`src/rtl/ixb_pkg.sv`:
```
package ixb_pkg;
   typedef enum logic [2:0] {
      ST_IDLE,
      ST_OPLO,
      ST_OPHI,
      ST_IXFIX,
      ST_IXEXTRA,
      ST_BROFF,
      ST_BRTAKE,
      ST_BRFIX
   } seq_state_e;
endpackage

```
`src/rtl/ixb_page_adder.sv`:
```
// Adds an offset to a base and reports the page-local provisional result.
module ixb_page_adder #(
   parameter int ADDR_W     = 16,
   parameter int OFF_W      = 8,
   parameter bit SIGNED_OFF = 1'b0
) (
   input  logic [ADDR_W-1:0] base,
   input  logic [OFF_W-1:0]  offset,
   output logic [ADDR_W-1:0] sum,
   output logic [ADDR_W-1:0] provisional,
   output logic              crossed
);
   localparam int EXT_W = ADDR_W - OFF_W;

   logic [ADDR_W-1:0] off_ext;

   generate
      if (SIGNED_OFF) begin : g_sext
         assign off_ext = {{EXT_W{offset[OFF_W-1]}}, offset};
      end else begin : g_zext
         assign off_ext = {{EXT_W{1'b0}}, offset};
      end
   endgenerate

   assign sum         = base + off_ext;
   assign provisional = {base[ADDR_W-1:OFF_W], sum[OFF_W-1:0]};
   assign crossed     = (sum[ADDR_W-1:OFF_W] != base[ADDR_W-1:OFF_W]);
endmodule

```
`src/rtl/ixb_cycle_ctr.sv`:
```
// Counts bus accesses of the current sequence.
module ixb_cycle_ctr #(
   parameter int W = 4
) (
   input  logic         clk,
   input  logic         rst_n,
   input  logic         clr,
   input  logic         inc,
   output logic [W-1:0] count
);
   always_ff @(posedge clk) begin
      if (!rst_n)   count <= '0;
      else if (clr) count <= '0;
      else if (inc) count <= count + W'(1);
   end
endmodule

```
`src/rtl/idx_branch_seq.sv`:
```
module idx_branch_seq
   import ixb_pkg::*;
#(
   parameter int ADDR_W = 16,
   parameter int DATA_W = 8,
   parameter int CNT_W  = 4
) (
   input  logic              clk,
   input  logic              rst_n,
   input  logic              start,
   input  logic              mode_branch,
   input  logic              cmos_mode,
   input  logic              always_extra,
   input  logic [DATA_W-1:0] index_val,
   input  logic              branch_take,
   input  logic [ADDR_W-1:0] pc_in,
   output logic [ADDR_W-1:0] bus_addr,
   output logic              bus_rd,
   input  logic [DATA_W-1:0] bus_rdata,
   output logic              busy,
   output logic              done,
   output logic [CNT_W-1:0]  cycles,
   output logic [ADDR_W-1:0] res_addr,
   output logic [ADDR_W-1:0] pc_next
);
   localparam int PAGE_HI = ADDR_W - 1;
   localparam int PAGE_LO = DATA_W;
   localparam logic [ADDR_W-1:0] ONE = ADDR_W'(1);

   generate
      if (ADDR_W != 2 * DATA_W) begin : g_bad_width
         $error("idx_branch_seq: ADDR_W must be twice DATA_W");
      end
      if (CNT_W < 2) begin : g_bad_cnt
         $error("idx_branch_seq: CNT_W must hold the value 3");
      end
   endgenerate

   seq_state_e        st;
   logic [ADDR_W-1:0] pc_q, eff_q, prov_q, res_q, pcn_q;
   logic [DATA_W-1:0] lo_q, idx_q, off_q;
   logic              cmos_q, always_q, take_q, done_q;
   logic              accept;

   logic [ADDR_W-1:0] ix_sum, ix_prov, br_sum, br_prov;
   logic              ix_cross, br_cross;

   assign accept = start && (st == ST_IDLE);

   ixb_page_adder #(.ADDR_W(ADDR_W), .OFF_W(DATA_W), .SIGNED_OFF(1'b0)) i_ix_add (
      .base        ({bus_rdata, lo_q}),
      .offset      (idx_q),
      .sum         (ix_sum),
      .provisional (ix_prov),
      .crossed     (ix_cross)
   );

   ixb_page_adder #(.ADDR_W(ADDR_W), .OFF_W(DATA_W), .SIGNED_OFF(1'b1)) i_br_add (
      .base        (pc_q),
      .offset      (off_q),
      .sum         (br_sum),
      .provisional (br_prov),
      .crossed     (br_cross)
   );

   ixb_cycle_ctr #(.W(CNT_W)) i_ctr (
      .clk   (clk),
      .rst_n (rst_n),
      .clr   (accept),
      .inc   (bus_rd),
      .count (cycles)
   );

   always_comb begin
      bus_rd   = 1'b1;
      bus_addr = pc_q;
      unique case (st)
         ST_OPLO, ST_OPHI, ST_BROFF, ST_BRTAKE: bus_addr = pc_q;
         ST_IXFIX, ST_BRFIX:                    bus_addr = cmos_q ? pc_q : prov_q;
         ST_IXEXTRA:                            bus_addr = eff_q;
         default: begin
            bus_rd   = 1'b0;
            bus_addr = '0;
         end
      endcase
   end

   always_ff @(posedge clk) begin
      if (!rst_n) begin
         st       <= ST_IDLE;
         pc_q     <= '0;
         eff_q    <= '0;
         prov_q   <= '0;
         res_q    <= '0;
         pcn_q    <= '0;
         lo_q     <= '0;
         idx_q    <= '0;
         off_q    <= '0;
         cmos_q   <= 1'b0;
         always_q <= 1'b0;
         take_q   <= 1'b0;
         done_q   <= 1'b0;
      end else begin
         done_q <= 1'b0;
         unique case (st)
            ST_IDLE: begin
               if (start) begin
                  pc_q     <= pc_in;
                  idx_q    <= index_val;
                  cmos_q   <= cmos_mode;
                  always_q <= always_extra;
                  take_q   <= branch_take;
                  st       <= mode_branch ? ST_BROFF : ST_OPLO;
               end
            end
            ST_OPLO: begin
               lo_q <= bus_rdata;
               pc_q <= pc_q + ONE;
               st   <= ST_OPHI;
            end
            ST_OPHI: begin
               pc_q   <= pc_q + ONE;
               eff_q  <= ix_sum;
               prov_q <= ix_prov;
               if (ix_cross)      st <= ST_IXFIX;
               else if (always_q) st <= ST_IXEXTRA;
               else begin
                  st     <= ST_IDLE;
                  done_q <= 1'b1;
                  res_q  <= ix_sum;
                  pcn_q  <= pc_q + ONE;
               end
            end
            ST_IXFIX, ST_IXEXTRA: begin
               st     <= ST_IDLE;
               done_q <= 1'b1;
               res_q  <= eff_q;
               pcn_q  <= pc_q;
            end
            ST_BROFF: begin
               off_q <= bus_rdata;
               pc_q  <= pc_q + ONE;
               if (take_q) st <= ST_BRTAKE;
               else begin
                  st     <= ST_IDLE;
                  done_q <= 1'b1;
                  res_q  <= pc_q + ONE;
                  pcn_q  <= pc_q + ONE;
               end
            end
            ST_BRTAKE: begin
               eff_q  <= br_sum;
               prov_q <= br_prov;
               if (br_cross) st <= ST_BRFIX;
               else begin
                  st     <= ST_IDLE;
                  done_q <= 1'b1;
                  res_q  <= br_sum;
                  pcn_q  <= br_sum;
               end
            end
            ST_BRFIX: begin
               st     <= ST_IDLE;
               done_q <= 1'b1;
               res_q  <= eff_q;
               pcn_q  <= eff_q;
            end
            default: st <= ST_IDLE;
         endcase
      end
   end

   assign busy     = (st != ST_IDLE);
   assign done     = done_q;
   assign res_addr = res_q;
   assign pc_next  = pcn_q;

   // every strobed clock adds exactly one to the cycle count
   a_r12_count_step: assert property (@(posedge clk) disable iff (!rst_n)
      bus_rd |=> (cycles == $past(cycles) + CNT_W'(1)));

   // completion is a single-cycle pulse and the block is idle then
   a_r11_done_pulse: assert property (@(posedge clk) disable iff (!rst_n)
      done |=> !done);
   a_r11_idle_on_done: assert property (@(posedge clk) disable iff (!rst_n)
      done |-> !busy);

   // the older-variant fix read stays in the base page, not the true page
   a_r3_fix_wrong_page: assert property (@(posedge clk) disable iff (!rst_n)
      (st == ST_IXFIX && !cmos_q) |-> (bus_addr[PAGE_HI:PAGE_LO] != eff_q[PAGE_HI:PAGE_LO]));

   // the older-variant branch fix read stays in the pre-branch page
   a_r9_branch_fix_page: assert property (@(posedge clk) disable iff (!rst_n)
      (st == ST_BRFIX && !cmos_q) |-> (bus_addr[PAGE_HI:PAGE_LO] == pc_q[PAGE_HI:PAGE_LO]));

   // an untaken branch finishes after a single access
   a_r7_untaken_one: assert property (@(posedge clk) disable iff (!rst_n)
      (st == ST_BROFF && !take_q) |=> (done && cycles == CNT_W'(1)));

   // no sequence ever exceeds three accesses
   a_r6_cycle_bound: assert property (@(posedge clk) disable iff (!rst_n)
      done |-> (cycles >= CNT_W'(1) && cycles <= CNT_W'(3)));
endmodule

```
`config.mk`:
```
export PLATFORM = sky130hd
export DESIGN_NAME = idx_branch_seq
export DESIGN_NICKNAME = d
export VERILOG_FILES = /design/src/rtl/ixb_pkg.sv /design/src/rtl/ixb_page_adder.sv /design/src/rtl/ixb_cycle_ctr.sv /design/src/rtl/idx_branch_seq.sv
export SDC_FILE = /design/constraint.sdc
export NUM_CORES = 1
export LEC_CHECK = 0
export BUFFER_PORTS_ARGS = -buffer_cell sky130_fd_sc_hd__buf_2
export CORE_ASPECT_RATIO = 0.75
export CORE_MARGIN = 3
export CORE_UTILIZATION = 55
export DETAILED_ROUTE_END_ITERATION = 10
export GPL_ROUTABILITY_DRIVEN = 0
export PLACE_DENSITY = 0.85
export SYNTH_ARGS = -nofsm -noshare
export SYNTH_HDL_FRONTEND = slang
export SYNTH_SLANG_ARGS = --single-unit
```
`constraint.sdc`:
```
create_clock -name clk -period 3.4 [get_ports clk]
set_input_delay 0.34 -clock clk [delete_from_list [all_inputs] [get_ports clk]]
set_output_delay 0.34 -clock clk [all_outputs]
set_load 0.05 [all_outputs]
```
==> out/results.ini, run 1 <==
[run_status]
status = complete, no violations

[worst_setup_path]
required_ns = 3.66
slowest_delay_ns = 0.40
crit_path_end_kind = flip-flop
crit_fanout = 24
criticalPathCategory = flip-flop to flip-flop
critPathSlowestCell = fa_2
cp_cell_sequence = ha_1 > fa_2 > a211oi_2 > o211ai_2 > a21oi_2 > xnor3_1 > nor4_2 > and4_4 > a31o_4 > buf_12 > a21oi_1 > a311oi_1
cp.arrival_ns = 3.62
start_kind = flip-flop

[yosys]
netlist-cell-type-count = 64
synth-seq-cells = 107
syn_inst = 967
synth-warning-count = 0
synth_area_leaders = dfxtp_1 (30%), a21oi_1 (8.7%), nand2_1 (7.0%)
synth_area_per_cell_um2 = 7.39
synth_flop_cell = dfxtp_1
async_flop_share = 0
syn_area_um2 = 7150
synth_edf_count = 0
mappedNetlistNets = 1038
synth_seq_area_share = 0.300
synth_top_area_frac = 0.300
yosys.area.top_type = dfxtp_1

[placed_design]
io_buffer_count = 93
place_area_um2 = 7860
dp_hpwl_um = 18400
dp_slack_ns = 0.0395

[detailed_routing]
wl_per_cell_um = 20.9
drtIter0Drc = 1427
postRouteAntennaNets = 0
vias = 8021
dr.pass1.iters = 7
drc_errors = 0
wirelength_um = 25200
vias_per_cell = 6.65

[sta]
worstMarginPinSlew_ns = 1.16
report.final.slew_viol_count = 0
clock-skew-final_ns = 0.0115
timing.final.crit_share = 0.987
fin_crit_ns = 3.36
slew_headroom = 0.224
fin_ws_ns = 0.0433
timing_hold_violations_final = 0
setup_tns_ns = 0
setup_violations = 0
max_freq_ghz = 0.298

[global_route]
grt_max_degree = 49
grt_pass1_wl_um = 38500
grt.overflow.total = 0
track_usage = 0.338
grt_pass1_vias = 7068
grt_antenna_before_repair = 1

[clock_network]
clk_pin_slew_worst_paths_ns = 0.08
hold_buffers = 0
cts_tree = yes
root_buffer = clkbuf_16
h-tree-depth = 3
clk_latency_ns = 0.36
cts-buffers-inserted = 9
clkSinkCount = 107
cts_buffer_depth = 2

[power_and_ir_drop]
ir_worst_vdd_mv = 0.741
clkPwrFrac = 0.128
p_per_area_nw_per_um2 = 1040
p_leak_nw = 3.46
p_switching_w = 0.00462
seqPwrFrac = 0.241
internal_power_w = 0.00394
p_comb_frac = 0.631
switching_share = 0.540

[floorplan]
die_w_um = 138
coreArea_um2 = 12500
rows = 35
start_util = 0.573
die_area_um2 = 14400
ioPinCount = 94
die_h_um = 105

[layout]
num_antenna_cells = 0
layout-drive-gt1-share = 0.176
layout.nets = 1108
final_area_um2 = 8230
syn_to_final_growth_pct = 15.0
utilization = 0.659

[flow_run]
cap_violations = 0

[hold_path]
hold_path.class = input pin to flip-flop

[power groups by stage]
stage          clock network, W  logic [W]  registers, W
4_1_cts                 0.00109    0.00508       0.00203
2_1_floorplan                 0    0.00322       0.00243
3_5_place_dp                  0    0.00506       0.00205
3_3_place_gp                  0    0.00499       0.00205
5_1_grt                 0.00113    0.00574       0.00209
6_report                0.00109    0.00541       0.00206
[worst paths after layout]
kind,to,cells after the start,slack [ns],from
worst max-delay path,pc_next[11],12,0.04,off_q[0]
worst min-delay path,cmos_q,3,0.22,cmos_mode
worst max register to register,pc_next[11],12,0.04,off_q[0]
worst min register to register,lo_q[4],2,0.46,lo_q[4]
[cells by family (layout without fill, tap and decap cells)]
logic type | count (synthesis) | in the layout | synth area share
flops | 107 | 107 | 0.300
simple gates | 337 | 337 | 0.214
buf+inv | 106 | 180 | 0.0590
fa+ha+maj | 32 | 32 | 0.0581
xor+xnor | 50 | 50 | 0.0681
mux | 9 | 9 | 0.0129
compound gates | 326 | 326 | 0.289
[area by class of cell]
| class | count | area [um2] |
|---|---|---|
| timing repair buffer | 142 | 862 |
| tap | 166 | 208 |
| clock buffer | 9 | 225 |
| multi-input combinational | 754 | 4630 |
| clock inverter | 6 | 73.8 |
| inverter | 23 | 86.3 |
| fill | 1087 | 4250 |
| sequential | 107 | 2140 |
[timing repair]
| item | in CTS | in global routing |
|---|---|---|
| setup buffers | 0 | 2 |
| endpoints found under the setup margin | 0 | 32 |
| gates resized for setup | 0 | 9 |
[cells in the final DEF, fill, tap and decap left out, drive strengths merged, types with 9 or more instances in the layout]
cell type / netlist / layout
o211ai: 10 / 10
o21ai: 71 / 71
and3: 10 / 10
xnor2: 24 / 24
a211oi: 19 / 19
clkbuf: 73 / 9
a21oi: 126 / 126
nor2: 81 / 81
nand2: 134 / 134
dfxtp: 107 / 107
xor2: 23 / 23
a21o: 11 / 11
a222oi: 10 / 10
inv: 23 / 25
nand4: 15 / 15
nor3: 22 / 22
nand3: 30 / 30
nand2b: 10 / 10
a311oi: 10 / 10
ha: 30 / 30
a221oi: 10 / 10
a31oi: 13 / 13
buf: 10 / 142
[metrics by stage]
step | power, W | std cells | hold slack, ns
2_1_floorplan | 0.00565 | 967 | 0.440
3_3_place_gp | 0.00704 | 1190 | 0.447
3_5_place_dp | 0.00711 | 1190 | 0.452
4_1_cts | 0.00821 | 1205 | 0.226
5_1_grt | 0.00896 | 1207 | 0.241
6_report | 0.00856 | 1207 | 0.225
[synth_stat cells, types with 6 or more instances]
| cell | instances |
|---|---|
| nand3_1 | 30 |
| a21oi_1 | 124 |
| nand2_1 | 134 |
| inv_1 | 23 |
| nor3_1 | 22 |
| ha_1 | 30 |
| o2111ai_1 | 6 |
| and3_1 | 10 |
| a21o_1 | 11 |
| nand2b_1 | 10 |
| dfxtp_1 | 107 |
| a211oi_1 | 17 |
| and2_1 | 7 |
| nand4_1 | 15 |
| mux2i_1 | 7 |
| clkbuf_1 | 73 |
| a311oi_1 | 10 |
| nor2b_1 | 7 |
| a22oi_1 | 8 |
| o211ai_1 | 9 |
| a22o_1 | 8 |
| or2_2 | 6 |
| a221oi_1 | 10 |
| a222oi_1 | 10 |
| xor2_1 | 23 |
| a31oi_1 | 12 |
| o21ai_0 | 66 |
| xnor2_1 | 23 |
| nor2_1 | 80 |
[flip-flops by register name, indices dropped and copies added, names as in the netlist, 3 cells and up]
| signal | count |
|---|---|
| eff_q | 16 |
| i_ctr.count | 4 |
| idx_q | 8 |
| lo_q | 8 |
| off_q | 8 |
| pc_next | 16 |
| pc_q | 16 |
| prov_q | 8 |
| res_addr | 16 |
| st | 3 |
[critical path, delay by kind of cell (launching register included)]
family	cells	cell delay, ns
AOI/OAI and AO/OA	6	1.29
xor gates and xnor gates	1	0.26
adders and majority gates	2	0.63
buffers and inverters	1	0.17
DFF	1	0.32
and+or+nand+nor	2	0.59
[per-layer routing]
layer	track usage	wire [um]	vias up
li1	-	-	3615
met1	0.493	10200	3624
met2	0.474	10100	662
met3	0.118	4050	118
met4	0.0862	880	2
met5	0	13	-
Power figures use the tool's default switching activity.
==> inputs of run 2 (changes only) <==
--- a/config.mk
+++ b/config.mk
@@ -8,10 +8,11 @@
 export BUFFER_PORTS_ARGS = -buffer_cell sky130_fd_sc_hd__buf_2
 export CORE_ASPECT_RATIO = 0.75
 export CORE_MARGIN = 3
-export CORE_UTILIZATION = 55
+export CORE_UTILIZATION = 53
 export DETAILED_ROUTE_END_ITERATION = 10
 export GPL_ROUTABILITY_DRIVEN = 0
 export PLACE_DENSITY = 0.85
+export SLEW_MARGIN = 15
 export SYNTH_ARGS = -nofsm -noshare
 export SYNTH_HDL_FRONTEND = slang
 export SYNTH_SLANG_ARGS = --single-unit
==> constraint.sdc (replaced) <==
create_clock -name clk -period 3.05 [get_ports clk]
set_input_delay 0.61 -clock clk [delete_from_list [all_inputs] [get_ports clk]]
set_output_delay 0.61 -clock clk [all_outputs]
set_load 0.05 [all_outputs]
==> out/results.ini, run 2 (same netlist as run 1, synthesis figures left out) <==
[run_status]
status = complete, but fails checks  ; was complete, no violations
violations = setup timing

[power_and_ir_drop]
switching_share = 0.533  ; was 0.540
p_comb_frac = 0.647  ; was 0.631
p_per_area_nw_per_um2 = 1180  ; was 1040 nW/um2
ir_worst_vdd_mv = 0.813  ; was 0.741 mV
seqPwrFrac = 0.223  ; was 0.241
clkPwrFrac = 0.130  ; was 0.128
p_leak_nw = 3.64  ; was 3.46 nW
p_switching_w = 0.00541  ; was 0.00462 W
internal_power_w = 0.00474  ; was 0.00394 W

[floorplan]
die_h_um = 107  ; was 105 um
start_util = 0.546  ; was 0.573
ioPinCount = 94  ; unchanged
rows = 36  ; was 35
die_area_um2 = 14900  ; was 14,400 um2
coreArea_um2 = 13100  ; was 12,500 um2
die_w_um = 140  ; was 138 um

[sta]
rsz0062_at_grt = yes
clock-skew-final_ns = 0.00873  ; was 0.0115 ns
slew_headroom = 0.454  ; was 0.224
max_freq_ghz = 0.317  ; was 0.298 GHz
holdWs_ns = 0.462  ; was 0.225 ns
worstMarginPinSlew_ns = 0.817  ; was 1.16 ns
setup_violations = 34  ; was 0
report.final.slew_viol_count = 0  ; unchanged
fin_ws_ns = -0.104  ; was 0.0433 ns
timing.final.crit_share = 1.03  ; was 0.987
setup_tns_ns = -2.16  ; was 0 ns
timing_hold_violations_final = 0  ; unchanged
fin_crit_ns = 3.15  ; was 3.36 ns

[worst_setup_path]
crit_path_end_kind = flip-flop  ; unchanged
cp.arrival_ns = 3.37  ; was 3.62 ns
crit_fanout = 8  ; was 24
required_ns = 3.26  ; was 3.66 ns
criticalPathCategory = flip-flop to flip-flop  ; unchanged
start_kind = flip-flop  ; unchanged
reg2reg_depth = 11  ; was 12

[clock_network]
cts-buffers-inserted = 9  ; unchanged
clk_latency_ns = 0.35  ; was 0.36 ns
clk_pin_slew_worst_paths_ns = 0.08  ; about the same
cts_tree = yes  ; unchanged
cts_buffer_depth = 2  ; unchanged
clkSinkCount = 107  ; unchanged
root_buffer = clkbuf_16  ; unchanged
h-tree-depth = 3  ; unchanged

[global_route]
grt_max_degree = 49  ; unchanged
grt_pass1_vias = 7425  ; was 7,068
grt.overflow.total = 0  ; unchanged
grt_pass1_wl_um = 40300  ; was 38,500 um
grt_antenna_before_repair = 2  ; was 1
track_usage = 0.337  ; was 0.338

[placed_design]
place_area_um2 = 8060  ; was 7860 um2
io_buffer_count = 93  ; unchanged
dp_slack_ns = -0.196  ; was 0.0395 ns
dp_hpwl_um = 18700  ; was 18,400 um

[hold_path]
hold_path.class = flip-flop to flip-flop  ; was input pin to flip-flop
hold_path_depth = 2  ; was 3

[layout]
final_area_um2 = 8600  ; was 8230 um2
utilization = 0.656  ; was 0.659
num_antenna_cells = 0  ; unchanged
layout-drive-gt1-share = 0.217  ; was 0.176
layout.nets = 1133  ; was 1,108
layout_commonest_cell = nand2_1  ; unchanged
mostFrequentLayoutCells = nand2_1 (133), a21oi_1 (121), dfxtp_1 (103), buf_2 (93), nor2_1 (78)  ; was nand2_1 (134), a21oi_1 (124), dfxtp_1 (107), buf_2 (93), nor2_1 (80)
syn_to_final_growth_pct = 20.2  ; was 15.0%

[flow_run]
cap_violations = 0  ; unchanged

[detailed_routing]
wl_per_cell_um = 21.3  ; was 20.9 um
drc_errors = 0  ; unchanged
vias = 8200  ; was 8,021
wirelength_um = 26300  ; was 25,200 um
postRouteAntennaNets = 0  ; unchanged
drtIter0Drc = 1305  ; was 1,427
dr.pass1.iters = 7  ; unchanged
vias_per_cell = 6.62  ; was 6.65

-- run 2: changes by cell type in the layout (fill, tap and decap cells not counted), sizes merged --
cell	delta
buf	+25
clkbuf	+1
clkinvlp	-1
bufinv	+1
-- run 2: metrics by stage --
step	instances	total power, W
floorplan	967	0.00631
global placement	1219	0.00809
detailed placement	1219	0.00820
CTS	1237	0.00959
global route	1238	0.0106
finish	1238	0.0101
-- run 2: final cells by class --
cell class,instances,area (um2)
clock buffers,10,229
clock inverters,6,96.3
fillers,1076,4510
inverters,23,86.3
multi-input cells,754,4740
flip-flops and latches,107,2150
well taps,171,214
repair buffers,167,1080
-- run 2: repair_timing --
item | in CTS | in global routing
hold buffers | 0 | 0
endpoints found under the setup margin | 38 | 36
setup buffers | 0 | 1
resized for setup | 10 | 46
pin swaps | 19 | 19
cloned | 2 | 0
-- run 2: worst max-delay path, stage by stage (launching register included) --
cell      delay [ns]
dfxtp_2         0.43
ha_1            0.28
a21o_1          0.18
a221oi_1        0.40
mux2i_1         0.24
o31ai_1         0.09
nor3_1          0.40
and4_4          0.36
a31oi_4         0.17
buf_6           0.22
o21ai_1         0.16
a21oi_1         0.08
-- run 2: worst paths after layout --
path | startpoint | to | slack, ns
max reg2reg | off_q[7] | pc_next[3] | -0.10
min | res_addr[11] | res_addr[11] | 0.46
max | off_q[7] | pc_next[3] | -0.10
min reg2reg | res_addr[11] | res_addr[11] | 0.46
-- run 2: power by group through the flow --
stage	Combinational, W	Clock [W]	Sequential, W
after global routing	0.00691	0.00135	0.00230
after floorplan	0.00359	0	0.00271
after CTS	0.00606	0.00131	0.00222
after global placement	0.00585	0	0.00224
after detailed placement	0.00596	0	0.00224
final	0.00656	0.00132	0.00227
-- run 2: metal layers --
metal	track usage	vias to the layer above	wire length, um	part of all wire
li1	-	3680	-	-
met1	0.455	3695	10100	0.38
met2	0.496	679	10700	0.41
met3	0.134	142	4440	0.17
met4	0.105	4	1060	0.040
met5	0	-	22	0.00084
